File: src/rtl/iq_pkg.sv
package iq_pkg;
  localparam int FL_CTRL = 0;
  localparam int FL_MEM  = 1;
  localparam int FL_INT  = 2;
  localparam int FL_FP   = 3;
  localparam int N_FLAGS = 4;

  typedef enum logic [2:0] {
    CLS_CTRL = 3'd0,
    CLS_MEM  = 3'd1,
    CLS_INT  = 3'd2,
    CLS_FP   = 3'd3,
    CLS_MISC = 3'd4
  } iq_cls_e;

  function automatic iq_cls_e flags_to_cls(input logic [N_FLAGS-1:0] fl);
    if (fl[FL_CTRL])     return CLS_CTRL;
    else if (fl[FL_MEM]) return CLS_MEM;
    else if (fl[FL_INT]) return CLS_INT;
    else if (fl[FL_FP])  return CLS_FP;
    else                 return CLS_MISC;
  endfunction
endpackage

File: src/rtl/iq_scoreboard.sv
module iq_scoreboard #(
  parameter int N_PREGS = 32,
  parameter int TAG_W   = 6
) (
  input  logic               clk_i,
  input  logic               rst_ni,
  input  logic               set_v_i,
  input  logic [TAG_W-1:0]   set_tag_i,
  input  logic               clr_v_i,
  input  logic [TAG_W-1:0]   clr_tag_i,
  output logic [N_PREGS-1:0] sb_o
);
  for (genvar g = 0; g < N_PREGS; g++) begin : g_bit
    // newer producer wins over an older result on the same tag
    always_ff @(posedge clk_i or negedge rst_ni) begin
      if (!rst_ni)                                   sb_o[g] <= 1'b0;
      else if (clr_v_i && clr_tag_i == TAG_W'(g))    sb_o[g] <= 1'b0;
      else if (set_v_i && set_tag_i == TAG_W'(g))    sb_o[g] <= 1'b1;
    end
  end
endmodule

File: src/rtl/iq_alloc.sv
module iq_alloc #(
  parameter int N_ENTRIES = 8
) (
  input  logic [N_ENTRIES-1:0] valid_i,
  output logic [N_ENTRIES-1:0] pick_o,
  output logic                 any_free_o
);
  always_comb begin
    logic found;
    found  = 1'b0;
    pick_o = '0;
    for (int i = 0; i < N_ENTRIES; i++) begin
      if (!valid_i[i] && !found) begin
        pick_o[i] = 1'b1;
        found     = 1'b1;
      end
    end
    any_free_o = found;
  end
endmodule

File: src/rtl/iq_entry.sv
module iq_entry
  import iq_pkg::*;
#(
  parameter int TAG_W = 6,
  parameter int SEQ_W = 8
) (
  input  logic             clk_i,
  input  logic             rst_ni,
  input  logic             alloc_i,
  input  logic [SEQ_W-1:0] a_seq_i,
  input  iq_cls_e          a_cls_i,
  input  logic             a_wait_i,
  input  logic [TAG_W-1:0] a_t0_i,
  input  logic             a_r0_i,
  input  logic [TAG_W-1:0] a_t1_i,
  input  logic             a_r1_i,
  input  logic             wk_v_i,
  input  logic [TAG_W-1:0] wk_tag_i,
  input  logic             sq_v_i,
  input  logic [SEQ_W-1:0] sq_seq_i,
  input  logic             sch_v_i,
  input  logic [SEQ_W-1:0] sch_seq_i,
  input  logic             gnt_i,
  output logic             valid_o,
  output logic             rdy_o,
  output iq_cls_e          cls_o
);
  logic [SEQ_W-1:0] seq_q;
  logic [TAG_W-1:0] t0_q, t1_q;
  logic             r0_q, r1_q, wait_q;
  logic             hit0, hit1;

  assign hit0 = wk_v_i && (wk_tag_i == t0_q);
  assign hit1 = wk_v_i && (wk_tag_i == t1_q);

  always_ff @(posedge clk_i or negedge rst_ni) begin
    if (!rst_ni) begin
      valid_o <= 1'b0;
      seq_q   <= '0;
      cls_o   <= CLS_MISC;
      wait_q  <= 1'b0;
      t0_q    <= '0;
      t1_q    <= '0;
      r0_q    <= 1'b0;
      r1_q    <= 1'b0;
    end else if (alloc_i) begin
      valid_o <= 1'b1;
      seq_q   <= a_seq_i;
      cls_o   <= a_cls_i;
      wait_q  <= a_wait_i;
      t0_q    <= a_t0_i;
      t1_q    <= a_t1_i;
      r0_q    <= a_r0_i;
      r1_q    <= a_r1_i;
    end else if (valid_o) begin
      if (gnt_i || (sq_v_i && seq_q > sq_seq_i)) valid_o <= 1'b0;
      if (hit0) r0_q <= 1'b1;
      if (hit1) r1_q <= 1'b1;
      if (sch_v_i && sch_seq_i == seq_q) wait_q <= 1'b0;
    end
  end

  // broadcast bypass: wakeup visible in the broadcast cycle
  assign rdy_o = valid_o && !wait_q && (r0_q || hit0) && (r1_q || hit1);
endmodule

File: src/rtl/iq_wakeup_array.sv
module iq_wakeup_array
  import iq_pkg::*;
#(
  parameter int N_ENTRIES = 8,
  parameter int N_PREGS   = 32,
  parameter int TAG_W     = 6,
  parameter int SEQ_W     = 8,
  localparam int IDX_W    = $clog2(N_ENTRIES),
  localparam int CNT_W    = $clog2(N_ENTRIES + 1)
) (
  input  logic                 clk_i,
  input  logic                 rst_ni,
  input  logic                 disp_valid_i,
  input  logic [SEQ_W-1:0]     disp_seq_i,
  input  logic [3:0]           disp_flags_i,
  input  logic                 disp_nonspec_i,
  input  logic [TAG_W-1:0]     disp_src0_tag_i,
  input  logic                 disp_src0_rdy_i,
  input  logic [TAG_W-1:0]     disp_src1_tag_i,
  input  logic                 disp_src1_rdy_i,
  input  logic                 disp_dst_valid_i,
  input  logic [TAG_W-1:0]     disp_dst_tag_i,
  input  logic                 cmpl_valid_i,
  input  logic [TAG_W-1:0]     cmpl_tag_i,
  input  logic                 sched_valid_i,
  input  logic [SEQ_W-1:0]     sched_seq_i,
  input  logic                 squash_valid_i,
  input  logic [SEQ_W-1:0]     squash_seq_i,
  input  logic                 grant_valid_i,
  input  logic [IDX_W-1:0]     grant_idx_i,
  output logic [N_ENTRIES-1:0] rdy_ctrl_o,
  output logic [N_ENTRIES-1:0] rdy_mem_o,
  output logic [N_ENTRIES-1:0] rdy_int_o,
  output logic [N_ENTRIES-1:0] rdy_fp_o,
  output logic [N_ENTRIES-1:0] rdy_misc_o,
  output logic [CNT_W-1:0]     free_cnt_o,
  output logic                 full_o
);
  localparam int SB_W = 2 ** TAG_W;
  localparam logic [TAG_W:0] PREG_LIM = (TAG_W + 1)'(N_PREGS);

  logic [N_PREGS-1:0]   sb_vec;
  logic [SB_W-1:0]      sb_ext;
  logic [N_ENTRIES-1:0] entry_valid, entry_rdy, pick;
  iq_cls_e              entry_cls [N_ENTRIES];
  logic                 any_free, disp_acc;
  logic                 s0_in, s1_in;
  iq_cls_e              disp_cls;

  assign sb_ext   = SB_W'(sb_vec);
  assign disp_acc = disp_valid_i && any_free;
  assign disp_cls = flags_to_cls(disp_flags_i);
  assign full_o   = !any_free;

  // insertion-time readiness: rename bit, untracked tag, scoreboard, same-cycle result
  always_comb begin
    s0_in = disp_nonspec_i || disp_src0_rdy_i || ({1'b0, disp_src0_tag_i} >= PREG_LIM)
         || sb_ext[disp_src0_tag_i] || (cmpl_valid_i && cmpl_tag_i == disp_src0_tag_i);
    s1_in = disp_nonspec_i || disp_src1_rdy_i || ({1'b0, disp_src1_tag_i} >= PREG_LIM)
         || sb_ext[disp_src1_tag_i] || (cmpl_valid_i && cmpl_tag_i == disp_src1_tag_i);
  end

  iq_scoreboard #(.N_PREGS(N_PREGS), .TAG_W(TAG_W)) u_sb (
    .clk_i     (clk_i),
    .rst_ni    (rst_ni),
    .set_v_i   (cmpl_valid_i),
    .set_tag_i (cmpl_tag_i),
    .clr_v_i   (disp_acc && disp_dst_valid_i),
    .clr_tag_i (disp_dst_tag_i),
    .sb_o      (sb_vec)
  );

  iq_alloc #(.N_ENTRIES(N_ENTRIES)) u_alloc (
    .valid_i    (entry_valid),
    .pick_o     (pick),
    .any_free_o (any_free)
  );

  for (genvar i = 0; i < N_ENTRIES; i++) begin : g_ent
    iq_entry #(.TAG_W(TAG_W), .SEQ_W(SEQ_W)) u_ent (
      .clk_i     (clk_i),
      .rst_ni    (rst_ni),
      .alloc_i   (disp_acc && pick[i]),
      .a_seq_i   (disp_seq_i),
      .a_cls_i   (disp_cls),
      .a_wait_i  (disp_nonspec_i),
      .a_t0_i    (disp_src0_tag_i),
      .a_r0_i    (s0_in),
      .a_t1_i    (disp_src1_tag_i),
      .a_r1_i    (s1_in),
      .wk_v_i    (cmpl_valid_i),
      .wk_tag_i  (cmpl_tag_i),
      .sq_v_i    (squash_valid_i),
      .sq_seq_i  (squash_seq_i),
      .sch_v_i   (sched_valid_i),
      .sch_seq_i (sched_seq_i),
      .gnt_i     (grant_valid_i && grant_idx_i == IDX_W'(i)),
      .valid_o   (entry_valid[i]),
      .rdy_o     (entry_rdy[i]),
      .cls_o     (entry_cls[i])
    );

    assign rdy_ctrl_o[i] = entry_rdy[i] && (entry_cls[i] == CLS_CTRL);
    assign rdy_mem_o[i]  = entry_rdy[i] && (entry_cls[i] == CLS_MEM);
    assign rdy_int_o[i]  = entry_rdy[i] && (entry_cls[i] == CLS_INT);
    assign rdy_fp_o[i]   = entry_rdy[i] && (entry_cls[i] == CLS_FP);
    assign rdy_misc_o[i] = entry_rdy[i] && (entry_cls[i] == CLS_MISC);
  end

  always_comb begin
    free_cnt_o = CNT_W'(N_ENTRIES);
    for (int i = 0; i < N_ENTRIES; i++)
      if (entry_valid[i]) free_cnt_o = free_cnt_o - 1'b1;
  end
endmodule

File: config.mk
export PLATFORM = sky130hd
export DESIGN_NAME = iq_wakeup_array
export DESIGN_NICKNAME = d
export VERILOG_FILES = /design/src/rtl/iq_pkg.sv /design/src/rtl/iq_scoreboard.sv /design/src/rtl/iq_alloc.sv /design/src/rtl/iq_entry.sv /design/src/rtl/iq_wakeup_array.sv
export SDC_FILE = /design/constraint.sdc
export NUM_CORES = 1
export LEC_CHECK = 0
export BUFFER_PORTS_ARGS = -buffer_cell sky130_fd_sc_hd__buf_2
export CAP_MARGIN = 10
export CORE_MARGIN = 2
export CORE_UTILIZATION = 51
export CTS_CLUSTER_DIAMETER = 40
export DETAILED_ROUTE_END_ITERATION = 10
export PLACE_DENSITY = 0.76
export SLEW_MARGIN = 40
export SYNTH_ARGS = -nofsm -noshare
export SYNTH_HDL_FRONTEND = slang
export SYNTH_SLANG_ARGS = --single-unit
File: constraint.sdc
create_clock -name clk_i -period 4.51 [get_ports clk_i]
set_clock_uncertainty 0.2 [all_clocks]
set_input_delay 0.6765 -clock clk_i [delete_from_list [all_inputs] [get_ports clk_i]]
set_output_delay 0.6765 -clock clk_i [all_outputs]
set_load 0.01 [all_outputs]
==> flow_summary_export.csv <==
group,metric,value,unit
min_path,min_path_type,"reg2reg",
routing,post-route-drc-count,0,
flow_run,max_cap_violations,0,
setup_path,cp_top_family,"XOR/XNOR gates",
layout,postLayoutCoreUtil,60.30,%
floorplanning,boundaryPins,111,
yosys,yosysWarningCount,0,
sta,setup_viol,0,
place,portBuffers,110,
setup_path,cpPeakStageDelay,0.51,ns
clock_tree,clock_latency,0.52,ns
yosys,syn_nets,1646,
setup_path,crit_buf_inv,2,
routing,wl_met3,3559,µm
setup_path,crit_required,3.63,ns
floorplanning,chipWidth,173.0,µm
yosys,synthFlopType,"dfrtp_1",
sta,fin_crit_sh,97.84,%
power_and_ir_drop,finalPower,9.656,mW
power_and_ir_drop,power_density,573.3,mW/mm²
global_route,antenna_found_initial,1,
routing,highest_layer,"met4",
floorplanning,core.rowCount,61,
setup_path,cp_slowest_cell,"fa_2",
setup_path,crit_fanout,6,
routing,viasPerCell,5.971,
routing,vias,11970,
global_route,grt_pass1_wl,65230,µm
yosys,synthTopCellsByArea,"dfrtp_1 (41%), nand2_1 (7.7%), mux2_2 (6.3%)",
routing,wirelength,40860,µm
yosys,synth_edf_count,0,
sta,min_period,4.413,ns
sta,rsz0062_at_grt,"true",
routing,drtIter0Drc,1260,
layout,drive_gt1_share,20.73,%
global_route,grt_max_degree,100,
sta,tightest_slew,0.8639,ns
clock_tree,cts_root_buf,"clkbuf_16",
clock_tree,clock_path_buffers,3,
setup_path,worstSetupPathType,"reg2out",
layout,fin_nets,1737,
yosys,synth_async_sr_flop_share,100.0,%
yosys,synth_top_cell_by_area,"dfrtp_1",
clock_tree,cts.clk_slew.worst_paths,0.06,ns
floorplanning,fp.coreArea,0.02793,mm²
routing,drt-met1-wl,16810,µm
yosys,yosysUniqueCellTypes,58,
power_and_ir_drop,power_leakage,7.966,nW
routing,dr.pass1.iters,5,
routing,route.antenna.remaining_nets,0,
routing,met2_length,18840,µm
setup_path,cp_cell_sequence,"inv_1, fa_2, nand2b_4, o32ai_1, a31oi_1, xor2_2, xnor2_1, o31ai_1, nand3_1, xnor3_1, buf_2",
run_status,outcome,"finished, final reports clean",
floorplanning,fp.dieArea,0.02993,mm²
yosys,ys_seq_elements,248,
sta,relSlewSlack,42.19,%
floorplanning,initial_core_util,52.15,%
clock_tree,cts.sinks,248,
yosys,syn_area,0.01457,mm²
power_and_ir_drop,vdd_drop_max,0.0003424,V
place,dp.cells,1933,
global_route,grt-ovfl-total,0,
layout,n_antenna_cell,0,
yosys,avgSynthCellArea,9.661,µm²
setup_path,crit_path_start_kind,"flop",
layout,final_cells,2004,
clock_tree,cts_tree,"done",
sta,finalHoldViolCount,0,
sta,timing.final.max_slew_violations,0,
setup_path,endpoint_kind,"primary output",
routing,wl_per_cell,20.39,µm
place,hpwl,26830,µm
global_route,grt_pass1_vias,12000,
clock_tree,cts_buffers,37,
yosys,synth_top_area_share,41.22,%
yosys,ys_seq_area_share,42.67,%
layout,fillCellCount,2344,
sta,max_freq,0.2266,GHz
global_route,grt_usage,27.39,%
place,gp_congestion,0.9190,
layout,syn2layout_area_growth,15.61,%
setup_path,arrival,3.54,ns
yosys,synth_cells,1508,
clock_tree,htreeDepth,2,
floorplanning,die-height,173.0,µm
[flip-flops by register name, summed over array words and instances (netlist names)]
signal               cells
g_ent.u_ent.wait_q       8
g_ent.u_ent.t1_q        48
g_ent.u_ent.r1_q         8
g_ent.u_ent.cls_o       24
g_ent.u_ent.t0_q        48
u_sb.sb_o               32
g_ent.u_ent.r0_q         8
g_ent.u_ent.valid_o      8
g_ent.u_ent.seq_q       64
[stage by stage]
| step | hold WS [ns] | TNS [ns] | instance area (µm²) | setup slack [ns] |
|---|---|---|---|---|
| after floorplan | 0.1809 | 0 | 14570 | 0.6385 |
| after detailed placement | 0.2831 | 0 | 15420 | 0.4145 |
| after CTS | 0.02747 | 0 | 16740 | 0.02871 |
| final | 0.2901 | 0 | 16840 | 0.09728 |
| after global placement | 0.2786 | 0 | 15410 | 0.5148 |
| after global routing | 0.3067 | -0.07582 | 16840 | -0.06894 |
[synth_stat cells (all sizes together), types with 2 or more instances]
master     n
o21ai     69
nor2      51
buf       35
a31oi      9
nand4     36
o22ai      6
inv       30
dfstp      8
nor3b      8
mux4      20
and3       7
xor2      88
o211ai     4
or3        2
mux2      82
nand3     37
o311ai     6
nand4b     2
a211o      6
nor3      34
a21o      12
mux2i     10
nor4      28
a21oi     88
a41o       2
clkbuf    55
o2111ai    2
xnor2     97
and4       6
o21a       8
nand2    299
nand2b    20
ha        71
a32oi      2
nor2b     12
or2        5
o31ai      2
dfrtp    240
[worst reg2reg max path: stages, from the launching register on]
cell	delay, ns
dfrtp_1	0.84
nand2_1	0.17
nor3_1	0.46
nor2b_1	0.27
nand2_1	0.26
buf_4	0.42
mux2_2	0.41
[path summary, 6_finish.rpt]
kind,start,to,slack [ns],depth (start not counted)
setup / recovery,g_ent[2].u_ent.valid_o,free_cnt_o[3],0.1,11
hold / removal,g_ent[2].u_ent.cls_o[2],g_ent[2].u_ent.cls_o[2],0.29,2
setup reg to reg,g_ent[3].u_ent.valid_o,g_ent[1].u_ent.seq_q[0],1.34,6
hold reg to reg,g_ent[2].u_ent.cls_o[2],g_ent[2].u_ent.cls_o[2],0.29,2
max in group asynchronous,rst_ni,g_ent[6].u_ent.cls_o[2],2.47,4
min in group asynchronous,rst_ni,g_ent[1].u_ent.seq_q[4],0.40,2
[what timing repair did]
item | in CTS | in global routing
hold endpoints to repair | 0 | 20
hold buffers | 0 | 1
setup endpoints to repair | 3 | 3
pin swaps | 1 | 7
buffers inserted | 0 | 3
gates resized for setup | 3 | 10
[metal layers]
metal / vias to the layer above / global-route usage (%)
met5: - / 0
met4: 0 / 11.86
met3: 129 / 5.431
met2: 565 / 43.87
met1: 5862 / 36.30
li1: 5410 / -
[cells by family after synthesis]
family	Yosys count	share of synthesized area, %
xor+xnor	186	11.28
flops	248	42.67
simple gates	549	17.24
compound gates	221	8.820
mux	112	10.17
buf+inv	120	3.598
fa+ha+maj	72	6.235
[where the power goes]
part / internal [mW] / total (mW) / switching [mW]
Clock: 1.89 / 2.99 / 1.10
Sequential: 2.90 / 3.48 / 0.584
Combinational: 1.56 / 3.18 / 1.62
Total: 6.35 / 9.66 / 3.30
[cell type report]
class,count,area [µm²],share of cell area (%)
Clock buffer,44,1035,6.143
Clock inverter,22,274.0,1.627
Timing Repair Buffer,142,835.8,4.962
Inverter,30,112.6,0.6685
Multi-Input combinational cell,1140,7898,46.89
Sequential cell,248,6216,36.90
Tap cell,378,473.0,2.808
[cell usage in the layout (no fill, tap or decap), drive strengths merged, types with 28 or more instances in the layout]
| cell | synthesis | final |
|---|---|---|
| buf | 35 | 141 |
| nor2 | 51 | 51 |
| nor4 | 28 | 28 |
| xor2 | 88 | 88 |
| nor3 | 34 | 34 |
| nand4 | 36 | 36 |
| dfrtp | 240 | 240 |
| nand2 | 299 | 299 |
| o21ai | 69 | 69 |
| nand3 | 37 | 37 |
| inv | 30 | 36 |
| mux2 | 82 | 82 |
| xnor2 | 97 | 97 |
| a21oi | 88 | 88 |
| ha | 71 | 71 |
| clkbuf | 55 | 44 |
(Power assumes the default switching activity.)
